## src/rtl/dcal_pkg.sv

```systemverilog
package dcal_pkg;
    localparam int SMP_W  = 24;
    localparam int CH_N   = 2;
    localparam int WIDE_W = SMP_W + 4;

    typedef logic signed [SMP_W-1:0]  smp_t;
    typedef logic signed [WIDE_W-1:0] wide_t;

    typedef enum logic [1:0] {
        ST_IDLE   = 2'd0,
        ST_SETTLE = 2'd1,
        ST_AVG    = 2'd2,
        ST_RUN    = 2'd3
    } seq_st_e;

    function automatic wide_t widen(input smp_t v);
        return {{(WIDE_W-SMP_W){v[SMP_W-1]}}, v};
    endfunction

    // clamp a wide signed value into the sample range
    function automatic smp_t sat_smp(input wide_t v);
        wide_t hi;
        wide_t lo;
        hi = {{(WIDE_W-SMP_W+1){1'b0}}, {(SMP_W-1){1'b1}}};
        lo = ~hi;
        if (v > hi)
            return hi[SMP_W-1:0];
        else if (v < lo)
            return lo[SMP_W-1:0];
        else
            return v[SMP_W-1:0];
    endfunction
endpackage

```

## src/rtl/dcal_seq.sv

```systemverilog
// Calibration phase sequencer: idle -> settle -> average -> run.
// SETTLE_N must not exceed 2**AVG_SHIFT_N so the counter width suffices.
module dcal_seq
    import dcal_pkg::*;
#(
    parameter int SETTLE_N    = 512,
    parameter int AVG_SHIFT_N = 13
) (
    input  logic clk,
    input  logic rst_n,
    input  logic frame_stb,
    input  logic rate_dbl,
    output logic busy,
    output logic active,
    output logic dbl_q,
    output logic acc_en,
    output logic acc_last
);
    localparam int CNT_W = AVG_SHIFT_N + 2;
    localparam logic [CNT_W-1:0] SET_LAST_N = CNT_W'(SETTLE_N - 1);
    localparam logic [CNT_W-1:0] SET_LAST_D = CNT_W'(2 * SETTLE_N - 1);
    localparam logic [CNT_W-1:0] AVG_LAST_N = CNT_W'((2 ** AVG_SHIFT_N) - 1);
    localparam logic [CNT_W-1:0] AVG_LAST_D = CNT_W'((2 ** (AVG_SHIFT_N + 1)) - 1);

    seq_st_e          st_q;
    logic [CNT_W-1:0] cnt_q;
    logic [CNT_W-1:0] set_last;
    logic [CNT_W-1:0] avg_last;

    always_comb begin
        set_last = dbl_q ? SET_LAST_D : SET_LAST_N;
        avg_last = dbl_q ? AVG_LAST_D : AVG_LAST_N;
    end

    assign busy     = (st_q == ST_SETTLE) || (st_q == ST_AVG);
    assign active   = (st_q != ST_IDLE);
    assign acc_en   = frame_stb && (st_q == ST_AVG);
    assign acc_last = acc_en && (cnt_q == avg_last);

    always_ff @(posedge clk) begin
        if (!rst_n) begin
            st_q  <= ST_IDLE;
            cnt_q <= '0;
            dbl_q <= 1'b0;
        end else begin
            case (st_q)
                ST_IDLE: begin
                    st_q  <= ST_SETTLE;
                    cnt_q <= '0;
                    dbl_q <= rate_dbl;
                end
                ST_SETTLE: begin
                    if (frame_stb) begin
                        if (cnt_q == set_last) begin
                            st_q  <= ST_AVG;
                            cnt_q <= '0;
                        end else begin
                            cnt_q <= cnt_q + 1'b1;
                        end
                    end
                end
                ST_AVG: begin
                    if (acc_last) begin
                        st_q  <= ST_RUN;
                        cnt_q <= '0;
                    end else if (frame_stb) begin
                        cnt_q <= cnt_q + 1'b1;
                    end
                end
                default: cnt_q <= cnt_q;
            endcase
        end
    end

    // calibration only ends on a frame strobe
    a_r3_end_on_frame: assert property (@(posedge clk) disable iff (!rst_n)
        $fell(busy) |-> $past(frame_stb));

    // the rate mode is frozen for the length of the cycle
    a_r2_rate_frozen: assert property (@(posedge clk) disable iff (!rst_n)
        (busy && $past(busy)) |-> $stable(dbl_q));

    // averaging counter never passes its window
    a_r4_cnt_window: assert property (@(posedge clk) disable iff (!rst_n)
        (st_q == ST_AVG) |-> (cnt_q <= avg_last));
endmodule

```

## src/rtl/dcal_avg.sv

```systemverilog
// Per-channel accumulator producing the floor-mean offset.
module dcal_avg
    import dcal_pkg::*;
#(
    parameter int AVG_SHIFT_N = 13
) (
    input  logic clk,
    input  logic rst_n,
    input  logic acc_en,
    input  logic acc_last,
    input  logic dbl,
    input  smp_t smp,
    output smp_t off
);
    localparam int ACC_W = SMP_W + AVG_SHIFT_N + 2;

    logic signed [ACC_W-1:0] acc_q;
    logic signed [ACC_W-1:0] sum_nxt;
    logic signed [ACC_W-1:0] mean;
    smp_t                    off_q;

    always_comb begin
        sum_nxt = acc_q + $signed({{(ACC_W-SMP_W){smp[SMP_W-1]}}, smp});
        mean    = dbl ? (sum_nxt >>> (AVG_SHIFT_N + 1)) : (sum_nxt >>> AVG_SHIFT_N);
    end

    always_ff @(posedge clk) begin
        if (!rst_n) begin
            acc_q <= '0;
            off_q <= '0;
        end else if (acc_en) begin
            if (acc_last) begin
                acc_q <= '0;
                off_q <= smp_t'(mean);
            end else begin
                acc_q <= sum_nxt;
            end
        end
    end

    assign off = off_q;

    // offset only changes when an averaged frame arrives
    a_r5_offset_hold: assert property (@(posedge clk) disable iff (!rst_n)
        !acc_en |=> $stable(off_q));
endmodule

```

## src/rtl/dcal_chan.sv

```systemverilog
// Per-channel offset removal and optional DC-blocking stage.
module dcal_chan
    import dcal_pkg::*;
#(
    parameter int HPF_SHIFT = 12
) (
    input  logic clk,
    input  logic rst_n,
    input  logic stb,
    input  logic live,
    input  logic hpf_on,
    input  smp_t smp,
    input  smp_t off,
    output smp_t y
);
    smp_t  corr;
    smp_t  filt;
    smp_t  y_nxt;
    smp_t  xp_q;
    smp_t  yp_q;
    smp_t  y_q;
    wide_t leak;

    always_comb begin
        corr  = sat_smp(widen(smp) - widen(off));
        leak  = widen(yp_q) >>> HPF_SHIFT;
        filt  = sat_smp(widen(corr) - widen(xp_q) + widen(yp_q) - leak);
        y_nxt = hpf_on ? filt : corr;
    end

    always_ff @(posedge clk) begin
        if (!rst_n) begin
            xp_q <= '0;
            yp_q <= '0;
            y_q  <= '0;
        end else if (stb) begin
            if (live) begin
                y_q  <= y_nxt;
                xp_q <= corr;
                yp_q <= y_nxt;
            end else begin
                y_q  <= '0;
            end
        end
    end

    assign y = y_q;

    // filter memory only moves on post-calibration frames
    a_r9_state_hold: assert property (@(posedge clk) disable iff (!rst_n)
        !(stb && live) |=> ($stable(xp_q) && $stable(yp_q)));
endmodule

```

## src/rtl/dcal_top.sv

```systemverilog
module dcal_top
    import dcal_pkg::*;
#(
    parameter int SETTLE_N    = 512,
    parameter int AVG_SHIFT_N = 13,
    parameter int HPF_SHIFT   = 12
) (
    input  logic                    clk,
    input  logic                    rst_n,
    input  logic                    frame_stb,
    input  logic signed [SMP_W-1:0] smp_l,
    input  logic signed [SMP_W-1:0] smp_r,
    input  logic                    rate_dbl,
    input  logic                    ref_sel_in,
    input  logic                    hpf_on,
    output logic                    cal_busy,
    output logic                    cm_sel,
    output logic                    out_vld,
    output logic signed [SMP_W-1:0] out_l,
    output logic signed [SMP_W-1:0] out_r
);
    logic busy;
    logic active;
    logic dbl_q;
    logic acc_en;
    logic acc_last;
    logic vld_q;
    logic stb_act;

    smp_t smp_a [CH_N];
    smp_t off_a [CH_N];
    smp_t y_a   [CH_N];

    dcal_seq #(
        .SETTLE_N   (SETTLE_N),
        .AVG_SHIFT_N(AVG_SHIFT_N)
    ) u_seq (
        .clk      (clk),
        .rst_n    (rst_n),
        .frame_stb(frame_stb),
        .rate_dbl (rate_dbl),
        .busy     (busy),
        .active   (active),
        .dbl_q    (dbl_q),
        .acc_en   (acc_en),
        .acc_last (acc_last)
    );

    assign smp_a[0] = smp_l;
    assign smp_a[1] = smp_r;
    assign stb_act  = frame_stb && active;

    for (genvar c = 0; c < CH_N; c++) begin : gen_ch
        dcal_avg #(
            .AVG_SHIFT_N(AVG_SHIFT_N)
        ) u_avg (
            .clk     (clk),
            .rst_n   (rst_n),
            .acc_en  (acc_en),
            .acc_last(acc_last),
            .dbl     (dbl_q),
            .smp     (smp_a[c]),
            .off     (off_a[c])
        );

        dcal_chan #(
            .HPF_SHIFT(HPF_SHIFT)
        ) u_chan (
            .clk   (clk),
            .rst_n (rst_n),
            .stb   (stb_act),
            .live  (!busy),
            .hpf_on(hpf_on),
            .smp   (smp_a[c]),
            .off   (off_a[c]),
            .y     (y_a[c])
        );
    end

    always_ff @(posedge clk) begin
        if (!rst_n)
            vld_q <= 1'b0;
        else
            vld_q <= stb_act;
    end

    assign cal_busy = busy;
    assign cm_sel   = busy && !ref_sel_in;
    assign out_vld  = vld_q;
    assign out_l    = y_a[0];
    assign out_r    = y_a[1];

    // samples emitted for frames taken during calibration are zero
    a_r7_zero_busy: assert property (@(posedge clk) disable iff (!rst_n)
        (out_vld && $past(cal_busy)) |-> (out_l == '0 && out_r == '0));

    // outputs move only after a frame strobe
    a_r7_hold_gap: assert property (@(posedge clk) disable iff (!rst_n)
        !$past(frame_stb) |-> ($stable(out_l) && $stable(out_r)));

    // reference select never asserted outside calibration
    a_r6_cm_in_cal: assert property (@(posedge clk) disable iff (!rst_n)
        cm_sel |-> cal_busy);

    // nothing valid on the first cycle out of reset
    a_r1_quiet_start: assert property (@(posedge clk) disable iff (!rst_n)
        $past(!rst_n) |-> !out_vld);
endmodule

```

## config.mk

```make
export PLATFORM = sky130hd
export DESIGN_NAME = dcal_top
export DESIGN_NICKNAME = d
export VERILOG_FILES = /design/src/rtl/dcal_pkg.sv /design/src/rtl/dcal_seq.sv /design/src/rtl/dcal_avg.sv /design/src/rtl/dcal_chan.sv /design/src/rtl/dcal_top.sv
export SDC_FILE = /design/constraint.sdc
export NUM_CORES = 1
export LEC_CHECK = 0
export ABC_AREA = 0
export ABC_CLOCK_PERIOD_IN_PS = 18700
export BUFFER_PORTS_ARGS = -buffer_cell sky130_fd_sc_hd__buf_2
export CORE_AREA = 2 2 270 272
export DETAILED_ROUTE_END_ITERATION = 8
export DIE_AREA = 0 0 272 274
export GPL_TIMING_DRIVEN = 0
export REMOVE_ABC_BUFFERS = 1
export SYNTH_ARGS = -nofsm -noshare
export SYNTH_HDL_FRONTEND = slang
export SYNTH_SLANG_ARGS = --single-unit
```

## constraint.sdc

```tcl
create_clock -name clk -period 18.7 [get_ports clk]
set_input_delay 2.805 -clock clk [delete_from_list [all_inputs] [get_ports clk]]
set_output_delay 2.805 -clock clk [all_outputs]
set_load 0.01 [all_outputs]
```

==> reports/metrics.yaml <==
r2r-start: "gen_ch[0].u_avg.off[0]$_SDFFE_PN0P_"
dieArea_um2: 74500
ys.flop_type: "dfxtp_1"
post-route-util_pct: 38.2
crit_slowest_cell: "a2111oi_4"
hold_path_depth: 2
cp_max_fo: 16
rows: 99
synth_xor_area_share_pct: 6.86
synth_top_cell_by_area: "dfxtp_1"
dpl.hpwl_mm: 55.7
core_area_um2: 72000
drive_gt1_share_pct: 7.70
routed_via_density: 5.44
ios: 105
initial_utilization_pct: 34.5
reg2reg_slack_ns: 7.70
hold_path.class: "flip-flop to flip-flop"
period_share_pct: 69.7
grt.total_usage_pct: 19.2
netlist_area_um2: 24800
arrival_ns: 13.52
grt_max_degree: 107
rsz0062_at_grt: "no"
slew_violations: 0
fmax_mhz: 76.7
place_ws_ns: 4.87
die_w_um: 272
ant_nets: 0
synth_cells: 3176
htreeDepth: 2
cts_setup_buffers: 0
gp_congestion: 0.928
crit_path_end_kind: "flip-flop"
cts-root-buf: "clkbuf_16"
grt_overflow_total: 0
hold_end: "gen_ch[0].u_chan.y[13]$_SDFFE_PN0P_"
dieHeight_um: 274
synth-edff-count: 0
setup_violations: 0
synth-compound-area-share_pct: 28.7
synth_simple_gate_area_share_pct: 17.0
fin_crit_ns: 13.04
hold_ws_ns: 0.445
cp_slowest_stage_delay_ns: 0.94
grt_pass1_wl_mm: 117
cpMostUsedCell: "a21oi_1"
worst_slew_pin_slew_ns: 1.43
ys_warn_count: 0
synthArstFlopShare_pct: 0
io_buffers: 104
synth_top_family_by_area: "compound AO/OA/AOI/OAI gates"
yosysTopAreaCellShare_pct: 23.1
max-slew-margin-rel_pct: 4.56
layout_setup_ws_ns: 5.66
cts_buffers: 34
clk_pin_slew_ns: 0.06
postSynthAreaPerCell_um2: 7.82
insertion_delay_ns: 0.55
via_count: 22670
dr.pass1.iters: 5
cts.hold.buffers_added: 0
drc: 0
avgRoutedWirePerCell_um: 17.6
r2r_cells: 34
synth_most_common_cell: "nor2_1"
finalNetCount: 3524
fin_skew_ns: 0.0179
crit_required_ns: 19.19
synthTopCellsByCount: "nor2_1, dfxtp_1, a21oi_1"
synthMuxAreaShare_pct: 1.18
finalSetupTns_ns: 0
outcome: "complete, no violations"
reg2reg_to: "gen_ch[0].u_chan.yp_q[17]$_SDFFE_PN0P_"
synth_seq_area_share_pct: 23.1
criticalPathCategory: "input pin to flip-flop"
grt_pass1_vias: 21158
maxCapViolCount: 0
cp-start-kind: "input pin"
min_from: "gen_ch[0].u_chan.y[13]$_SDFFE_PN0P_"
finalWirelength_mm: 73.5
drtIter0Drc: 1509
post_cts_resized: 0
synthAdderAreaFrac_pct: 17.1
synth.distinct_cells: 99
cts_buffer_depth: 3
synth_area_leaders: "dfxtp_1, ha_1, a21oi_1"
hold_viol: 0
num_antenna_cells: 0
cts.sinks: 287
synth_seq_cells: 287
antenna_found_initial: 5
cts_tree: "yes"
syn_to_final_growth_pct: 10.7
## critical path, delay by kind of cell
family / cells / cell delay, ns
muxes: 1 / 0.74
buffers and inverters: 3 / 0.17
AOI/OAI and AO/OA: 20 / 6.40
and+or+nand+nor: 6 / 1.26
xor gates and xnor gates: 1 / 0.20
adders and majority gates: 5 / 1.89
## registers in the layout, summed over array words and instances, names as in the netlist
name	cells
gen_ch.u_chan.y	48
gen_ch.u_chan.xp_q	48
gen_ch.u_avg.off	48
u_seq.dbl_q	1
gen_ch.u_chan.yp_q	48
u_seq.cnt_q	15
out_vld	1
u_seq.st_q	2
gen_ch.u_avg.acc_q	76
## layout make-up
class	instances	area, um2
Fill cell	7474	44500
Multi-Input combinational cell	2501	17700
Sequential cell	287	5750
Tap cell	959	1200
Clock buffer	47	1040
Inverter	245	925
Timing Repair Buffer	116	778
Clock inverter	13	125
## worst max-delay path by stage
stage,cells after the start,to,start,slack (ns)
6_report,36,gen_ch[0].u_chan.yp_q[17]$_SDFFE_PN0P_,smp_l[0],5.66
5_1_grt,36,gen_ch[0].u_chan.y[17]$_SDFFE_PN0P_,smp_l[0],4.90
4_1_cts,36,gen_ch[0].u_chan.y[12]$_SDFFE_PN0P_,smp_l[0],5.40
3_5_place_dp,34,gen_ch[0].u_chan.yp_q[12]$_SDFFE_PN0P_,smp_l[14],4.87
3_3_place_gp,36,gen_ch[1].u_chan.yp_q[6]$_SDFFE_PN0P_,smp_r[0],3.60
2_1_floorplan,35,gen_ch[1].u_chan.yp_q[4]$_SDFFE_PN0P_,smp_r[0],7.35
## placed cells by master (no fill, tap or decap), types with 11 or more instances in the layout
master / instances
and3_1: 27
fa_1: 54
nand2b_1: 33
a31oi_1: 40
nor4_1: 12
a221oi_1: 21
buf_2: 104
a211o_1: 30
nor2b_1: 26
nand2_1: 264
a21o_1: 111
o21bai_1: 22
a22oi_1: 56
dfxtp_1: 286
or2_2: 11
mux2i_1: 26
o211ai_1: 34
nor3_1: 48
a31o_2: 14
a211oi_1: 75
o31ai_1: 16
ha_1: 231
xnor2_1: 124
o21a_1: 40
xor2_1: 68
o21ai_0: 158
nor2_1: 297
o21ai_1: 22
inv_1: 241
a21oi_1: 275
nand4_1: 23
nand3_1: 101
a2111oi_0: 12
maj3_1: 28
or3_1: 13
and2_1: 18
clkbuf_16: 37
## metrics by stage
step | area, um2 | std cells
floorplan | 24300 | 3033
global placement | 26000 | 4096
detailed placement | 26300 | 4107
CTS | 27500 | 4167
global route | 27500 | 4168
finish | 27500 | 4168
## cell families after synthesis
| logic type | count (synthesis) |
|---|---|
| AND/OR/NAND/NOR | 916 |
| AO/OA/AOI/OAI | 1050 |
| adder cells (fa/ha/maj) | 313 |
| XOR/XNOR | 193 |
| multiplexers | 29 |
| buffers and inverters | 388 |
| flip-flops | 287 |
## per-layer routing
metal	track usage, %	up-vias	part of all wire, %
met5	0	-	0.083
met3	2.66	91	4.4
met1	26.6	10635	48
met2	31.7	422	45
met4	4.37	10	2.0
li1	-	11512	-
Power is not shown: default switching activity piles up to over one toggle a cycle in this logic, so the estimate is an artifact.
